`src/rtl/nib3w_pkg.sv`:
```
// Shared constants, state types and command-byte builders for the serial link master.
// Assumes a byte of eight bits and a nibble payload of four bits.
package nib3w_pkg;
    localparam int BYTE_W  = 8;
    localparam int NIB_W   = 4;
    localparam int BIT_CW  = $clog2(BYTE_W);
    localparam int FLAG_RD = 6;
    localparam int FLAG_AD = 5;
    localparam int FLAG_DT = 4;

    typedef enum logic [2:0] {
        ENG_IDLE,
        ENG_SETUP,
        ENG_HIGH,
        ENG_LOW,
        ENG_TAIL
    } eng_state_t;

    typedef enum logic [1:0] {
        SEQ_IDLE,
        SEQ_CMD,
        SEQ_ARG
    } seq_state_t;

    // Builds the address-phase byte; the read flag is set for register reads.
    function automatic logic [BYTE_W-1:0] addr_byte(input logic rd, input logic [NIB_W-1:0] a);
        logic [BYTE_W-1:0] b;
        b = '0;
        b[FLAG_AD] = 1'b1;
        b[FLAG_RD] = rd;
        b[NIB_W-1:0] = a;
        return b;
    endfunction

    // Builds the data-phase byte carrying one nibble.
    function automatic logic [BYTE_W-1:0] data_byte(input logic [NIB_W-1:0] d);
        logic [BYTE_W-1:0] b;
        b = '0;
        b[FLAG_DT] = 1'b1;
        b[NIB_W-1:0] = d;
        return b;
    endfunction
endpackage

```
`src/rtl/nib3w_halfper.sv`:
```
// Half-period timer: counts system cycles while enabled and flags the last cycle
// of each HALF_CYC-long window. Assumes HALF_CYC >= 1; restarts from zero when idle.
module nib3w_halfper #(
    parameter int HALF_CYC = 70
) (
    input  logic clk,
    input  logic rst_n,
    input  logic run_i,
    output logic last_o
);
    localparam int CW = $clog2(HALF_CYC + 1);
    localparam logic [CW-1:0] LAST_VAL = CW'(HALF_CYC - 1);

    logic [CW-1:0] cnt_q;

    assign last_o = run_i && (cnt_q == LAST_VAL);

    // Count cycles in the current window; wrap at the last one or when stopped.
    always_ff @(posedge clk) begin
        if (!rst_n) begin
            cnt_q <= '0;
        end else if (!run_i || last_o) begin
            cnt_q <= '0;
        end else begin
            cnt_q <= cnt_q + 1'b1;
        end
    end
endmodule

```
`src/rtl/nib3w_byte_eng.sv`:
```
// Byte engine: shifts one byte MSB first on the serial link, either driving it
// (write) or sampling the input line (read). Per bit: setup cycle, high half,
// low half; one extra high half after bit eight. Assumes start only while idle.
module nib3w_byte_eng
    import nib3w_pkg::*;
#(
    parameter int HALF_CYC = 70
) (
    input  logic              clk,
    input  logic              rst_n,
    input  logic              start_i,
    input  logic              wr_i,
    input  logic [BYTE_W-1:0] byte_i,
    input  logic              sdi_i,
    output logic              sclk_o,
    output logic              sdo_o,
    output logic              oe_o,
    output logic [NIB_W-1:0]  rx_o,
    output logic              done_o
);
    localparam logic [BIT_CW-1:0] LAST_BIT = BIT_CW'(BYTE_W - 1);

    eng_state_t        st_q;
    logic [BYTE_W-1:0] sr_q;
    logic [BIT_CW-1:0] bit_q;
    logic              wr_q;
    logic              oe_q;
    logic              done_q;
    logic              timer_run;
    logic              half_last;

    assign timer_run = (st_q == ENG_HIGH) || (st_q == ENG_LOW) || (st_q == ENG_TAIL);

    nib3w_halfper #(.HALF_CYC(HALF_CYC)) timer_i (
        .clk    (clk),
        .rst_n  (rst_n),
        .run_i  (timer_run),
        .last_o (half_last)
    );

    // Walk the bit slots, shift data and manage the output enable.
    always_ff @(posedge clk) begin
        if (!rst_n) begin
            st_q   <= ENG_IDLE;
            sr_q   <= '0;
            bit_q  <= '0;
            wr_q   <= 1'b0;
            oe_q   <= 1'b0;
            done_q <= 1'b0;
        end else begin
            done_q <= 1'b0;
            case (st_q)
                ENG_IDLE: begin
                    if (start_i) begin
                        st_q  <= ENG_SETUP;
                        sr_q  <= byte_i;
                        wr_q  <= wr_i;
                        bit_q <= '0;
                    end
                end
                ENG_SETUP: begin
                    st_q <= ENG_HIGH;
                    if (wr_q) oe_q <= 1'b1;
                end
                ENG_HIGH: begin
                    if (half_last) begin
                        st_q <= ENG_LOW;
                        if (!wr_q) sr_q <= {sr_q[BYTE_W-2:0], sdi_i};
                    end
                end
                ENG_LOW: begin
                    if (half_last) begin
                        if (bit_q == LAST_BIT) begin
                            st_q <= ENG_TAIL;
                        end else begin
                            st_q  <= ENG_SETUP;
                            bit_q <= bit_q + 1'b1;
                            if (wr_q) sr_q <= {sr_q[BYTE_W-2:0], 1'b0};
                        end
                    end
                end
                ENG_TAIL: begin
                    if (half_last) begin
                        st_q   <= ENG_IDLE;
                        oe_q   <= 1'b0;
                        done_q <= 1'b1;
                    end
                end
                default: st_q <= ENG_IDLE;
            endcase
        end
    end

    assign sclk_o = (st_q != ENG_LOW);
    assign sdo_o  = sr_q[BYTE_W-1];
    assign oe_o   = oe_q;
    assign rx_o   = sr_q[NIB_W-1:0];
    assign done_o = done_q;
endmodule

```
`src/rtl/nib3w_seq.sv`:
```
// Transaction sequencer: accepts one host request while idle, issues the
// address byte then the data or read byte, and returns a done pulse.
// Assumes the byte engine signals done for one cycle per byte.
module nib3w_seq
    import nib3w_pkg::*;
(
    input  logic              clk,
    input  logic              rst_n,
    input  logic              req_i,
    input  logic              rd_i,
    input  logic [NIB_W-1:0]  addr_i,
    input  logic [NIB_W-1:0]  wdata_i,
    input  logic              eng_done_i,
    input  logic [NIB_W-1:0]  eng_rx_i,
    output logic              eng_start_o,
    output logic              eng_wr_o,
    output logic [BYTE_W-1:0] eng_byte_o,
    output logic              busy_o,
    output logic              done_o,
    output logic [NIB_W-1:0]  rdata_o
);
    seq_state_t        st_q;
    logic              rd_q;
    logic [NIB_W-1:0]  wd_q;
    logic              start_q;
    logic              wr_q;
    logic [BYTE_W-1:0] byte_q;
    logic              busy_q;
    logic              done_q;
    logic [NIB_W-1:0]  rdata_q;

    // Step through the two byte phases of a register access.
    always_ff @(posedge clk) begin
        if (!rst_n) begin
            st_q    <= SEQ_IDLE;
            rd_q    <= 1'b0;
            wd_q    <= '0;
            start_q <= 1'b0;
            wr_q    <= 1'b0;
            byte_q  <= '0;
            busy_q  <= 1'b0;
            done_q  <= 1'b0;
            rdata_q <= '0;
        end else begin
            start_q <= 1'b0;
            done_q  <= 1'b0;
            case (st_q)
                SEQ_IDLE: begin
                    if (req_i) begin
                        st_q    <= SEQ_CMD;
                        rd_q    <= rd_i;
                        wd_q    <= wdata_i;
                        busy_q  <= 1'b1;
                        start_q <= 1'b1;
                        wr_q    <= 1'b1;
                        byte_q  <= addr_byte(rd_i, addr_i);
                    end
                end
                SEQ_CMD: begin
                    if (eng_done_i) begin
                        st_q    <= SEQ_ARG;
                        start_q <= 1'b1;
                        wr_q    <= !rd_q;
                        byte_q  <= rd_q ? '0 : data_byte(wd_q);
                    end
                end
                SEQ_ARG: begin
                    if (eng_done_i) begin
                        st_q   <= SEQ_IDLE;
                        busy_q <= 1'b0;
                        done_q <= 1'b1;
                        if (rd_q) rdata_q <= eng_rx_i;
                    end
                end
                default: st_q <= SEQ_IDLE;
            endcase
        end
    end

    assign eng_start_o = start_q;
    assign eng_wr_o    = wr_q;
    assign eng_byte_o  = byte_q;
    assign busy_o      = busy_q;
    assign done_o      = done_q;
    assign rdata_o     = rdata_q;
endmodule

```
`src/rtl/nib3w_master.sv`:
```
// Top of the nibble-register serial link master: sequencer plus byte engine.
// Assumes one outstanding request; chip-enable framing lives outside.
// The half-period in cycles is derived from HALF_NS and CLK_PS, rounded up.
module nib3w_master #(
    parameter int HALF_NS = 700,
    parameter int CLK_PS  = 10000
) (
    input  logic       clk,
    input  logic       rst_n,
    input  logic       req_i,
    input  logic       rd_i,
    input  logic [3:0] addr_i,
    input  logic [3:0] wdata_i,
    output logic       busy_o,
    output logic       done_o,
    output logic [3:0] rdata_o,
    output logic       sclk_o,
    output logic       sdo_o,
    output logic       sdo_oe_o,
    input  logic       sdi_i
);
    import nib3w_pkg::*;

    localparam int HALF_RAW = (HALF_NS * 1000 + CLK_PS - 1) / CLK_PS;
    localparam int HALF_CYC = (HALF_RAW < 1) ? 1 : HALF_RAW;

    logic              eng_start;
    logic              eng_wr;
    logic [BYTE_W-1:0] eng_byte;
    logic              eng_done;
    logic [NIB_W-1:0]  eng_rx;

    nib3w_seq seq_i (
        .clk         (clk),
        .rst_n       (rst_n),
        .req_i       (req_i),
        .rd_i        (rd_i),
        .addr_i      (addr_i),
        .wdata_i     (wdata_i),
        .eng_done_i  (eng_done),
        .eng_rx_i    (eng_rx),
        .eng_start_o (eng_start),
        .eng_wr_o    (eng_wr),
        .eng_byte_o  (eng_byte),
        .busy_o      (busy_o),
        .done_o      (done_o),
        .rdata_o     (rdata_o)
    );

    nib3w_byte_eng #(.HALF_CYC(HALF_CYC)) eng_i (
        .clk     (clk),
        .rst_n   (rst_n),
        .start_i (eng_start),
        .wr_i    (eng_wr),
        .byte_i  (eng_byte),
        .sdi_i   (sdi_i),
        .sclk_o  (sclk_o),
        .sdo_o   (sdo_o),
        .oe_o    (sdo_oe_o),
        .rx_o    (eng_rx),
        .done_o  (eng_done)
    );
endmodule

```
`config.mk`:
```
export PLATFORM = sky130hd
export DESIGN_NAME = nib3w_master
export DESIGN_NICKNAME = d
export VERILOG_FILES = /design/src/rtl/nib3w_pkg.sv /design/src/rtl/nib3w_halfper.sv /design/src/rtl/nib3w_byte_eng.sv /design/src/rtl/nib3w_seq.sv /design/src/rtl/nib3w_master.sv
export SDC_FILE = /design/constraint.sdc
export NUM_CORES = 1
export LEC_CHECK = 0
export BUFFER_PORTS_ARGS = -buffer_cell sky130_fd_sc_hd__buf_4
export CAP_MARGIN = 10
export CORE_MARGIN = 2
export CORE_UTILIZATION = 48
export CTS_CLUSTER_SIZE = 14
export DETAILED_ROUTE_END_ITERATION = 8
export PLACE_DENSITY = 0.67
export SKIP_LAST_GASP = 1
export SYNTH_ARGS = -nofsm -noshare
export SYNTH_HDL_FRONTEND = slang
export SYNTH_SLANG_ARGS = --single-unit
export TNS_END_PERCENT = 50
```
`constraint.sdc`:
```
create_clock -name clk -period 2.4 [get_ports clk]
set_input_delay 0.48 -clock clk [delete_from_list [all_inputs] [get_ports clk]]
set_output_delay 0.48 -clock clk [all_outputs]
set_load 0.1 [all_outputs]
```
==> impl_metrics.yaml <==
floorplanning:
  rows: 24
  design.core.area_mm2: 0.00429
  die_height_um: 70.2
  die_area_mm2: 0.00492
  start_util_pct: 48.9
  io_pins: 22
  dieWidth_um: 70.2
drt:
  drtPass1Iterations: 4
  wl_met2_mm: 1.68
  ant_nets: 0
  drt_iter0_drc: 54
  wl_met3_um: 91
  via_per_inst: 5.36
  wire_per_inst_um: 13.1
  drt-met1-wl_mm: 1.94
  post-route-drc-count: 0
  highest_layer: "met4"
  via_count: 1527
  drt_wl_total_mm: 3.74
hold_path:
  hold_path_depth: 3
  hp-class: "input port to flip-flop"
global_route:
  grt_pass1_vias: 1395
  antenna_found_initial: 0
  grt_pass1_wl_mm: 6.56
  grt_usage_pct: 16.6
  grt-ovfl-total: 0
  grt_max_degree: 46
synth:
  synth_fp_nets: 234
  ys_ff_latch: 46
  avgSynthCellArea_um2: 9.68
  ys_seq_area_share_pct: 43.8
  synthesis.area_mm2: 0.00210
  synthArstFlopShare_pct: 0
  synth_cell_types: 46
  ys.warnings.count: 0
  syn_inst: 217
  synth_edf_count: 0
  synthFlopType: "dfxtp_1"
clock_network:
  post_cts_buffers: 0
  cts_resized: 0
  cts_max_level: 2
  path_clk_slew_ns: 0.08
  clock_path_buffers: 2
  cts_sinks: 46
  numCtsBuffers: 5
  tritoncts: "built"
  root_buffer: "clkbuf_8"
  hold_buffers: 0
  insertion_delay_ns: 0.29
worst_setup_path:
  critPathCaptureType: "primary output"
  reg2reg_depth: 5
  crit_arrival_ns: 1.35
  start_kind: "flip-flop"
  worstPathMaxFanout: 12
  required_ns: 1.92
  worstSetupPathType: "flip-flop to primary output"
power:
  leakage_nw: 0.945
  clock_power_share_pct: 30.5
  p_sw_w: 0.000357
  seq_power_share_pct: 57.3
  switching_share_pct: 24.9
  pwr-share-comb_pct: 12.2
  p_int_w: 0.00108
  power_density_mw_per_mm2: 611
  fin_total_pwr_w: 0.00143
  peakVddDrop_uv: 295
sta:
  final-setup-viol-count: 0
  worst_pin_slew_ns: 0.716
  rsz0062_at_grt: "false"
  maxSlewHeadroom_pct: 51.6
  fin_skew_ns: 0.00614
  hold_violations: 0
  maxSlewViolCount: 0
  fmax_mhz: 545
  finalCritPeriodShare_pct: 76.4
  final.setup.tns_ns: 0
  fin_crit_ns: 1.83
finish:
  drive_above_1_share_pct: 16.3
  layout_commonest_cell: "dfxtp_1"
  nNetsFinal: 250
  mostFrequentLayoutCells: "46 x dfxtp_1, 22 x buf_4, 19 x nand2_1"
  multi_input_area_mm2: 0.00110
  n_fill_cell: 409
  regArea_um2: 921
  area_growth_pct: 11.7
  insertedDiodeCount: 0
placed_design:
  io_buffers: 21
  gp_congestion: 0.793
  post-dp-hpwl_mm: 2.60
outcome:
  status: "finished clean"
job:
  maxCapViolCount: 0
[through the flow]
step           hold slack, ns  cell area, um^2  utilization, %  instances  setup slack [ns]
4_1_cts                 0.434             2350            54.6        285             0.554
3_5_place_dp            0.451             2270            52.9        278             0.667
3_3_place_gp            0.446             2270            52.9        278             0.699
2_1_floorplan           0.429             2100               -        217             0.491
5_1_grt                 0.457             2350            54.6        285             0.459
6_report                0.434             2350            54.6        285             0.566
[layout make-up]
class / count / area share [%]
flip-flops and latches: 46 / 39.3
inverters: 6 / 0.960
repair buffers: 22 / 7.04
clock buffers: 7 / 3.25
multi-input cells: 152 / 46.7
well taps: 52 / 2.77
[flip-flops by register name, summed over array words and instances, names as in the netlist]
name                 flops
seq_i.busy_o             1
seq_i.eng_start_o        1
eng_i.oe_o               1
eng_i.sr_q               8
eng_i.done_o             1
eng_i.st_q               3
seq_i.done_o             1
eng_i.timer_i.cnt_q      7
seq_i.eng_byte_o         7
seq_i.wd_q               4
seq_i.rdata_o            4
seq_i.rd_q               1
seq_i.eng_wr_o           1
seq_i.st_q               2
eng_i.wr_q               1
eng_i.bit_q              3
[cell usage after synthesis (4+ instances only)]
cell type | count | area, um^2
dfxtp_1 | 46 | 921
nand2_1 | 19 | 71.3
nor2b_1 | 18 | 113
mux2i_1 | 17 | 170
nor2_1 | 12 | 45.0
a21oi_1 | 7 | 35.0
clkbuf_1 | 7 | 26.3
mux2_2 | 7 | 78.8
nand3_1 | 7 | 35.0
o21ai_0 | 7 | 35.0
inv_1 | 6 | 22.5
nor4b_1 | 6 | 52.6
buf_2 | 4 | 20.0
ha_1 | 4 | 50.1
nand2b_1 | 4 | 25.0
[logic make-up (layout without fill, tap and decap cells)]
| group | count (synthesis) | in the layout | share of synthesized area, % |
|---|---|---|---|
| simple gates | 83 | 83 | 23.6 |
| flops | 46 | 46 | 43.8 |
| compound gates | 35 | 35 | 11.7 |
| mux | 25 | 25 | 12.4 |
| buf+inv | 19 | 35 | 3.99 |
| xor+xnor | 5 | 5 | 2.08 |
| fa+ha+maj | 4 | 4 | 2.38 |
[path summary, 6_finish.rpt]
kind                                                  start  slack [ns]                          end
worst max register to register  eng_i.bit_q[0]$_SDFFE_PN0P_        0.67  eng_i.bit_q[0]$_SDFFE_PN0P_
worst max-delay path             eng_i.st_q[1]$_SDFFE_PN0P_        0.57                       sclk_o
worst min register to register   eng_i.sr_q[5]$_SDFFE_PN0P_        0.46   eng_i.sr_q[5]$_SDFFE_PN0P_
worst min-delay path                             wdata_i[1]        0.43   seq_i.wd_q[1]$_SDFFE_PN0P_
[per-layer routing]
layer | GRT usage (%) | up-vias
met1 | 23.1 | 710
li1 | - | 794
met5 | 0 | -
met2 | 25.1 | 19
met3 | 4.76 | 4
met4 | 5.13 | 0
[worst max-delay path, cell delays in order (launching register included)]
cell,delay [ns]
dfxtp_1,0.53
nor2b_1,0.22
nand2_1,0.07
buf_4,0.25
[power by group through the flow]
stage	clock (W)	sequential, W	combinational, W
6_report	0.000437	0.000821	0.000175
5_1_grt	0.000482	0.000827	0.000193
4_1_cts	0.000455	0.000820	0.000177
3_5_place_dp	0	0.000838	0.000177
3_3_place_gp	0	0.000838	0.000175
2_1_floorplan	0	0.000833	0.000143
No activity file was read; power rests on OpenSTA's default activity.
